==> src/rtl/tlbw_pkg.sv <==
package tlbw_pkg;
  localparam int VA_W  = 32;
  localparam int PG_W  = 12;
  localparam int VPN_W = VA_W - PG_W;
  localparam int PTE_W = 32;
  localparam int PPN_W = PTE_W - PG_W;
  localparam int PA_W  = PPN_W + PG_W;

  localparam logic [1:0] ACC_RD = 2'b00;
  localparam logic [1:0] ACC_WR = 2'b01;
  localparam logic [1:0] ACC_EX = 2'b10;

  typedef struct packed {
    logic [VPN_W-1:0] vpn;
    logic [PPN_W-1:0] ppn;
    logic             x;
    logic             w;
    logic             r;
  } ent_t;
endpackage

==> src/rtl/tlbw_perm.sv <==
module tlbw_perm
  import tlbw_pkg::*;
(
  input  logic [1:0] acc_i,
  input  ent_t       ent_i,
  output logic       fault_o
);
  always_comb begin
    unique case (acc_i)
      ACC_RD:  fault_o = !ent_i.r;
      ACC_WR:  fault_o = !ent_i.w;
      ACC_EX:  fault_o = !ent_i.x;
      default: fault_o = 1'b1;
    endcase
  end

  always_comb begin
    if (acc_i == 2'b11) begin
      assert_resv_code_faults_R5: assert (fault_o);
    end
  end
endmodule

==> src/rtl/tlbw_table.sv <==
module tlbw_table
  import tlbw_pkg::*;
#(
  parameter int ENTRIES = 8
) (
  input  logic             clk_i,
  input  logic             rst_ni,
  input  logic             flush_i,
  input  logic [VPN_W-1:0] lkp_vpn_i,
  input  logic             ins_i,
  input  ent_t             ins_ent_i,
  output logic             hit_o,
  output ent_t             hit_ent_o
);
  localparam int PTR_W = (ENTRIES > 1) ? $clog2(ENTRIES) : 1;
  localparam logic [PTR_W-1:0] PTR_LAST = PTR_W'(ENTRIES - 1);

  ent_t               ent_q [ENTRIES];
  logic [ENTRIES-1:0] vld_q;
  logic [ENTRIES-1:0] hit_vec;
  logic [PTR_W-1:0]   ptr_q;
  logic               wr_en;

  assign wr_en = ins_i && !flush_i;

  for (genvar g = 0; g < ENTRIES; g++) begin : g_ent
    assign hit_vec[g] = vld_q[g] && (ent_q[g].vpn == lkp_vpn_i);

    always_ff @(posedge clk_i or negedge rst_ni) begin
      if (!rst_ni) begin
        vld_q[g] <= 1'b0;
        ent_q[g] <= '0;
      end else if (flush_i) begin
        vld_q[g] <= 1'b0;
      end else if (wr_en && ptr_q == PTR_W'(g)) begin
        vld_q[g] <= 1'b1;
        ent_q[g] <= ins_ent_i;
      end
    end
  end

  always_ff @(posedge clk_i or negedge rst_ni) begin
    if (!rst_ni)    ptr_q <= '0;
    else if (wr_en) ptr_q <= (ptr_q == PTR_LAST) ? '0 : ptr_q + 1'b1;
  end

  always_comb begin
    hit_ent_o = '0;
    for (int i = 0; i < ENTRIES; i++) begin
      if (hit_vec[i]) hit_ent_o = hit_ent_o | ent_q[i];
    end
  end
  assign hit_o = |hit_vec;

  assert_single_match_R3: assert property (@(posedge clk_i) disable iff (!rst_ni)
    $onehot0(hit_vec));

  assert_flush_clears_R8: assert property (@(posedge clk_i) disable iff (!rst_ni)
    flush_i |=> (vld_q == '0));
endmodule

==> src/rtl/tlbw_walker.sv <==
module tlbw_walker
  import tlbw_pkg::*;
(
  input  logic             clk_i,
  input  logic             rst_ni,
  input  logic             start_i,
  input  logic [VPN_W-1:0] vpn_i,
  input  logic [PTE_W-1:0] base_i,
  input  logic             mem_rvalid_i,
  input  logic [PTE_W-1:0] mem_rdata_i,
  output logic             busy_o,
  output logic             mem_req_o,
  output logic [PTE_W-1:0] mem_addr_o,
  output logic             done_o,
  output logic             pte_ok_o,
  output ent_t             ent_o
);
  typedef enum logic {W_IDLE, W_WALK} wst_t;

  wst_t             st_q;
  logic [VPN_W-1:0] vpn_q;
  logic [PTE_W-1:0] base_q;

  always_ff @(posedge clk_i or negedge rst_ni) begin
    if (!rst_ni) begin
      st_q   <= W_IDLE;
      vpn_q  <= '0;
      base_q <= '0;
    end else begin
      unique case (st_q)
        W_IDLE: if (start_i) begin
          st_q   <= W_WALK;
          vpn_q  <= vpn_i;
          base_q <= base_i;
        end
        W_WALK: if (mem_rvalid_i) st_q <= W_IDLE;
        default: st_q <= W_IDLE;
      endcase
    end
  end

  assign busy_o     = (st_q == W_WALK);
  assign mem_req_o  = busy_o;
  assign mem_addr_o = base_q + PTE_W'({vpn_q, 2'b00});
  assign done_o     = busy_o && mem_rvalid_i;
  // valid bit set and reserved field clear
  assign pte_ok_o   = mem_rdata_i[0] && (mem_rdata_i[PG_W-1:4] == '0);

  always_comb begin
    ent_o.vpn = vpn_q;
    ent_o.ppn = mem_rdata_i[PTE_W-1:PG_W];
    ent_o.x   = mem_rdata_i[3];
    ent_o.w   = mem_rdata_i[2];
    ent_o.r   = mem_rdata_i[1];
  end

  assert_req_held_R6: assert property (@(posedge clk_i) disable iff (!rst_ni)
    (mem_req_o && !mem_rvalid_i) |=> mem_req_o);

  assert_addr_stable_R3: assert property (@(posedge clk_i) disable iff (!rst_ni)
    (mem_req_o && !mem_rvalid_i) |=> $stable(mem_addr_o));
endmodule

==> src/rtl/tlb_walker.sv <==
module tlb_walker
  import tlbw_pkg::*;
#(
  parameter int ENTRIES = 8
) (
  input  logic            clk_i,
  input  logic            rst_ni,
  input  logic            flush_i,
  input  logic [31:0]     pt_base_i,
  input  logic            req_valid_i,
  output logic            req_ready_o,
  input  logic [31:0]     req_vaddr_i,
  input  logic [1:0]      req_acc_i,
  output logic            rsp_valid_o,
  output logic [31:0]     rsp_paddr_o,
  output logic            rsp_fault_o,
  output logic            mem_req_o,
  output logic [31:0]     mem_addr_o,
  input  logic            mem_rvalid_i,
  input  logic [31:0]     mem_rdata_i
);
  logic             accept, hit, miss_start;
  logic             w_busy, w_done, w_ok;
  logic             f_hit, f_walk, w_fault;
  ent_t             hit_ent, w_ent;
  logic [VPN_W-1:0] req_vpn;
  logic [PG_W-1:0]  off_q;
  logic [1:0]       acc_q;

  assign req_vpn     = req_vaddr_i[VA_W-1:PG_W];
  assign req_ready_o = !w_busy;
  assign accept      = req_valid_i && req_ready_o;
  assign miss_start  = accept && !hit;

  tlbw_table #(.ENTRIES(ENTRIES)) u_table (
    .clk_i     (clk_i),
    .rst_ni    (rst_ni),
    .flush_i   (flush_i),
    .lkp_vpn_i (req_vpn),
    .ins_i     (w_done && w_ok),
    .ins_ent_i (w_ent),
    .hit_o     (hit),
    .hit_ent_o (hit_ent)
  );

  tlbw_walker u_walker (
    .clk_i        (clk_i),
    .rst_ni       (rst_ni),
    .start_i      (miss_start),
    .vpn_i        (req_vpn),
    .base_i       (pt_base_i),
    .mem_rvalid_i (mem_rvalid_i),
    .mem_rdata_i  (mem_rdata_i),
    .busy_o       (w_busy),
    .mem_req_o    (mem_req_o),
    .mem_addr_o   (mem_addr_o),
    .done_o       (w_done),
    .pte_ok_o     (w_ok),
    .ent_o        (w_ent)
  );

  tlbw_perm u_perm_hit  (.acc_i(req_acc_i), .ent_i(hit_ent), .fault_o(f_hit));
  tlbw_perm u_perm_walk (.acc_i(acc_q),     .ent_i(w_ent),   .fault_o(f_walk));

  assign w_fault = !w_ok || f_walk;

  always_ff @(posedge clk_i or negedge rst_ni) begin
    if (!rst_ni) begin
      off_q <= '0;
      acc_q <= '0;
    end else if (accept) begin
      off_q <= req_vaddr_i[PG_W-1:0];
      acc_q <= req_acc_i;
    end
  end

  always_ff @(posedge clk_i or negedge rst_ni) begin
    if (!rst_ni) begin
      rsp_valid_o <= 1'b0;
      rsp_fault_o <= 1'b0;
      rsp_paddr_o <= '0;
    end else begin
      rsp_valid_o <= 1'b0;
      if (accept && hit) begin
        rsp_valid_o <= 1'b1;
        rsp_fault_o <= f_hit;
        rsp_paddr_o <= f_hit ? '0 : {hit_ent.ppn, req_vaddr_i[PG_W-1:0]};
      end else if (w_done) begin
        rsp_valid_o <= 1'b1;
        rsp_fault_o <= w_fault;
        rsp_paddr_o <= w_fault ? '0 : {w_ent.ppn, off_q};
      end
    end
  end

  assert_hit_next_cycle_R2: assert property (@(posedge clk_i) disable iff (!rst_ni)
    (accept && hit) |=> (rsp_valid_o && !mem_req_o));

  assert_no_accept_in_walk_R6: assert property (@(posedge clk_i) disable iff (!rst_ni)
    mem_req_o |-> !req_ready_o);

  assert_miss_walks_R3: assert property (@(posedge clk_i) disable iff (!rst_ni)
    miss_start |=> (mem_req_o && !rsp_valid_o));
endmodule

==> config.mk <==
export PLATFORM = sky130hd
export DESIGN_NAME = tlb_walker
export DESIGN_NICKNAME = d
export VERILOG_FILES = /design/src/rtl/tlbw_pkg.sv /design/src/rtl/tlbw_perm.sv /design/src/rtl/tlbw_table.sv /design/src/rtl/tlbw_walker.sv /design/src/rtl/tlb_walker.sv
export SDC_FILE = /design/constraint.sdc
export NUM_CORES = 1
export LEC_CHECK = 0
export BUFFER_PORTS_ARGS = -buffer_cell sky130_fd_sc_hd__buf_2
export CORE_MARGIN = 8
export CORE_UTILIZATION = 60
export CTS_CLUSTER_DIAMETER = 30
export DETAILED_ROUTE_END_ITERATION = 12
export PLACE_DENSITY = 0.79
export SETUP_SLACK_MARGIN = 0.2
export SLEW_MARGIN = 15
export SYNTH_ARGS = -nofsm -noshare
export SYNTH_HDL_FRONTEND = slang
export SYNTH_HIERARCHICAL = 1
export SYNTH_SLANG_ARGS = --single-unit
==> constraint.sdc <==
create_clock -name clk_i -period 3.5 [get_ports clk_i]
set_clock_uncertainty 0.15 [all_clocks]
set_input_delay 0 -clock clk_i [delete_from_list [all_inputs] [get_ports clk_i]]
set_output_delay 0 -clock clk_i [all_outputs]
set_load 0.03 [all_outputs]
* After elaboration in Yosys (flattened, before gate mapping)
Cells that the tools add are included.
** Storage, ports and cells
- Bits in registers :: 456
- Bits in latches :: 0
- Bits in writable memories :: 0
- ROM bits :: 0
- Input port bits :: 103
- Logic and storage cells :: 182
- Memories :: 0
** Operators by class
- Add/sub/neg operators :: 2
- Multiply operators :: 0
- Divide/modulo/power cells :: 0
- Order comparisons :: 0
- Equal/unequal tests :: 19
- Shift-type cells :: 0
- Multiplexer cells :: 38
- Bitwise gates (word level) :: 9
- Reductions and logical operators :: 57
** Operators with widths (count)
- 23-bit 2-to-1 mux :: 8
- 23-bit OR :: 7
- 20-bit == test :: 8
- 32-bit 2-to-1 mux :: 4
- 32-bit by 22-bit adder with 32-bit output :: 1
- 1-bit logical AND :: 23
- 1-bit 2-to-1 mux :: 22
- 2-bit AND reduction :: 9
- 2-bit nonzero test :: 9
- 3-bit == test, second input constant :: 4
- 1-bit logical NOT :: 10
- 8-bit logical NOT :: 1
- 8-bit OR reduction :: 1
- 3-bit by 2-bit == test with 1-bit output, second input constant :: 2
- 1-bit case mux with 3 select lines :: 2
- 2-bit by 1-bit == test with 1-bit output, second input constant :: 2
- 2-bit == test, second input constant :: 2
- 2-bit logical NOT :: 2
- 3-bit by 1-bit adder with 3-bit output, second input constant :: 1
- 3-bit by 1-bit == test with 1-bit output, second input constant :: 1
- 3-bit logical NOT :: 1
- 3-bit 2-to-1 mux :: 1
- 1-bit inverter :: 2
- 1-bit case mux with 2 select lines :: 1
- 1-bit logical OR :: 1

* Longest topological paths before layout
- Depth after elaboration :: 21
- Depth in mapped cells :: 15

* By module
Netlist, hierarchy kept.
** Modules (own cells, without submodules)
- tlbw_table :: instances 1, cells an instance 1514, area an instance 18069.8 µm²
- tlbw_walker :: instances 1, cells an instance 331, area an instance 3495.9 µm²
- tlb_walker :: instances 1, cells an instance 194, area an instance 2273.4 µm²
- tlbw_perm :: instances 2, cells an instance 3, area an instance 25.0 µm²

* Least setup slack after synthesis
Ideal clock, no wire load.
- Path type :: register to register
- Start point :: reg u_table/ent_q[290] in the netlist's numbering
- End point :: reg u_walker.vpn_q[0]
- Setup time :: 125 ps
- Arrival :: 2785 ps
- Data required time :: 3225 ps
- Path slack :: 440 ps
- Cell stages (with the launch flop) :: 13
- Buffers on the path :: 4
- Period minus slack after synthesis :: 3060 ps
- Cell sequence :: dfrtp_1 -> xor2_1 -> nor4_1 -> and3_1 -> buf_2 -> buf_2 -> a221oi_1 -> nand3_1 -> and2b_2 -> nor2b_1 -> clkbuf_1 -> clkbuf_1 -> mux2_2
** Between the ends
- Longest elaborated chain between the ends :: 6
** RTL lines
- start, declared :: RTL line tlbw_table.sv:18 : ent_t ent_q [ENTRIES];
- start signal, assigned by index :: RTL line tlbw_table.sv:37 : ent_q[g] <= ins_ent_i;
- 20-bit == test :: RTL line tlbw_table.sv:27 : assign hit_vec[g] = vld_q[g] && (ent_q[g].vpn == lkp_vpn_i);
- 1-bit logical AND :: RTL line tlbw_table.sv:27
- 8-bit OR reduction :: RTL line tlbw_table.sv:53 : assign hit_o = |hit_vec;
- via hit :: RTL line tlb_walker.sv:22 : logic accept, hit, miss_start;
- 1-bit logical NOT :: RTL line tlb_walker.sv:33 : assign miss_start = accept && !hit;
- 1-bit logical AND :: RTL line tlb_walker.sv:33
- via miss_start :: RTL line tlb_walker.sv:22
- 2-bit AND reduction (no source line)
- end signal, assigned :: RTL line tlbw_walker.sv:33 : vpn_q <= vpn_i;
- end, declared :: RTL line tlbw_walker.sv:21 : logic [VPN_W-1:0] vpn_q;
The timed path passes the listed nets, and every way through them passes these cells.
A chain may end at the register's enable or synchronous reset.

* Worst setup path after layout
- Start point :: reg u_walker.vpn_q[3]
- End point :: out mem_addr_o[29]
** Between the ends
- Longest elaborated chain between the ends :: 1
** RTL lines
- 32-bit by 22-bit adder with 32-bit output :: RTL line tlbw_walker.sv:44 : assign mem_addr_o = base_q + PTE_W'({vpn_q, 2'b00});
- end, declared :: RTL line tlb_walker.sv:18 : output logic [31:0] mem_addr_o,
No other way between the ends.

==> impl_metrics.py <==
metrics = {
    "run_status": {
        "status": "complete, no violations",
    },
    "critical_path": {
        "critical_path_class": "flop to output pin",
        "crit_chain": "ha_1 -> and2_1 -> a221oi_4 -> a21o_1 -> nand4b_1 -> nand4_1 -> xnor2_2 -> clkbuf_4",
        "crit_family": "compound AO/OA/AOI/OAI gates",
        "cp_num_buf_inv": 1,
        "crit_path_end_kind": "output pin",
        "max_stage_delay_ns": 0.43,
        "startpoint_type": "flop",
        "r2r_slack_ns": 0.30,
        "worstReg2RegStart": "u_table/ent_q[67]",
        "crit_fanout": 4,
        "r2r_cells": 11,
        "slowest_stage": "a221oi_4",
        "r2r-end": "rsp_paddr_o[31]",
        "cp_data_required_time_ns": 3.35,
        "worstPathArrival_ns": 3.14,
    },
    "timing": {
        "relSlewSlack_pct": 36.0,
        "fmax_mhz": 304,
        "period_share_pct": 94.0,
        "fin_ws_ns": 0.211,
        "setup-tns-final_ns": 0,
        "hold_viol_final": 0,
        "tightest_slew_ns": 0.960,
        "slew_violations": 0,
        "rsz0062_at_grt": "false",
        "finalSetupViolCount": 0,
        "final.min_clock_period_ns": 3.29,
    },
    "cts": {
        "clk_pin_slew_worst_paths_ns": 0.05,
        "cts_buffer_depth": 3,
        "clock_latency_ns": 0.62,
        "cts-root-buf": "clkbuf_16",
        "h-tree-depth": 3,
        "cts_tree": "yes",
        "cts.sinks": 456,
        "cts_buffers": 97,
    },
    "global_route": {
        "grt_pass1_vias": 19000,
        "grt_max_degree": 117,
        "overflow": 0,
        "antenna_found_initial": 1,
        "grt_pass1_wl_mm": 107,
        "grt_use_total_pct": 30.7,
    },
    "routing": {
        "viasPerCell": 6.39,
        "drt-total-wl_mm": 69.4,
        "wl_per_cell_um": 25.3,
        "drc": 0,
        "vias": 17500,
        "ant_nets": 0,
        "drtIter0Drc": 1502,
        "firstDrtPassIters": 8,
    },
    "die": {
        "core_area_um2": 37500,
        "start_util_pct": 60.5,
        "die_width_um": 210,
        "fp.dieH_um": 210,
        "rows": 71,
        "pin_count": 171,
        "dieArea_um2": 44300,
    },
    "placed_design": {
        "pre_cts_ws_ns": 0.0685,
        "place_area_um2": 23800,
        "post-dp-hpwl_mm": 40.0,
        "io_buffers": 170,
        "gp_congestion": 0.899,
    },
    "min_path": {
        "hold_start": "pt_base_i[30]",
        "hold_end": "u_walker/base_q[30]",
        "whs_path_depth": 3,
        "hold_path_class": "input pin to flop",
    },
    "layout": {
        "fillers": 2122,
        "drive_gt1_share_pct": 40.6,
        "final_nets": 2278,
        "final_util_pct": 77.1,
        "multi_input_area_um2": 10400,
        "seqCellArea_um2": 11400,
        "design_area_um2": 28900,
        "area_delta_synth_final_pct": 27.4,
    },
    "logic_synthesis": {
        "syn_inst": 1835,
        "syn_area_um2": 22700,
        "synth_warnings": 6,
        "syn_avg_cell_area_um2": 12.4,
        "syn_nets": 1965,
    },
    "job": {
        "drv_cap": 0,
    },
    "pwr": {
        "powerDensity_nw_per_um2": 809,
        "power_leakage_nw": 13.5,
        "vdd_drop_max_mv": 1.35,
    },
}
[power breakdown]
group	internal, W	switching (W)	total (W)	leakage, nW
combinational	0.00258	0.00467	0.00725	5.71
clock	0.00649	0.00296	0.00945	1.67
sequential	0.00589	0.000791	0.00668	6.14
total	0.0150	0.00842	0.0234	13.5
[stage by stage]
| step | hold slack (ns) | instances | power [W] |
|---|---|---|---|
| finish | 0.0138 | 2741 | 0.0234 |
| global route | 0.0209 | 2740 | 0.0242 |
| floorplan | -0.446 | 1835 | 0.0110 |
| CTS | 0.000434 | 2724 | 0.0228 |
| global placement | 0.0445 | 2413 | 0.0129 |
| detailed placement | 0.0457 | 2413 | 0.0130 |
[cells in the final DEF (no fill, tap or decap), drive strengths merged, types with 40 or more instances in the layout]
| master | instances |
|---|---|
| dfrtp | 456 |
| xnor2 | 160 |
| mux2 | 407 |
| nand4 | 58 |
| dlygate4sd3 | 128 |
| a21oi | 54 |
| clkbuf | 129 |
| buf | 254 |
| nor3 | 40 |
| nand3 | 157 |
[worst max-delay path by stage]
stage          cells past startpoint          startpoint                 to
2_1_floorplan                     12  u_table/ent_q[290]  u_walker/vpn_q[0]
3_3_place_gp                      10   u_table/ent_q[29]  u_walker/vpn_q[3]
3_5_place_dp                      10   u_table/ent_q[23]  u_walker/vpn_q[8]
4_1_cts                           10   u_walker/vpn_q[0]     mem_addr_o[28]
5_1_grt                            8   u_walker/vpn_q[8]     mem_addr_o[19]
6_report                           8   u_walker/vpn_q[3]     mem_addr_o[29]
[area by class of cell]
class	instances	area share (%)
sequential	456	39.5
multi-input combinational	1195	36.0
timing repair buffer	383	10.2
clock buffer	128	9.47
clock inverter	51	2.35
tap	511	2.21
inverter	15	0.195
antenna	2	0.0173
[registers in the layout, summed over array words and instances, names as in the netlist]
signal	flops
u_walker/vpn_q	20
u_table/ent_q	344
rsp_paddr_o	32
rsp_valid_o	1
acc_q	2
u_table/vld_q	8
u_walker/busy_o	1
u_table/ptr_q	3
rsp_fault_o	1
off_q	12
u_walker/base_q	32
[routing by layer]
metal / track usage, % / up-vias / part of all wire, %
li1: - / 7288 / -
met1: 36.1 / 8892 / 37
met2: 51.2 / 1035 / 49
met3: 7.08 / 300 / 7.9
met4: 18.2 / 0 / 5.7
met5: 0 / - / 0
[worst reg2reg max path, stage by stage, from the launching register on]
cell	delay (ns)
dfrtp_1	0.38
xnor2_1	0.31
nand4_1	0.20
nor3_2	0.45
buf_4	0.26
a31oi_1	0.11
nand4_1	0.12
mux2i_1	0.08
o21a_1	0.25
and4bb_4	0.50
a32oi_1	0.09
a21oi_1	0.22
[what timing repair did]
action	CTS	global route
gates resized for setup	10	39
endpoints found under the hold margin	410	0
hold buffers	128	0
pin swaps	1	12
endpoints found under the setup margin	61	165
setup buffers	3	13
cloned	1	2
Power figures use the tool's default switching activity.
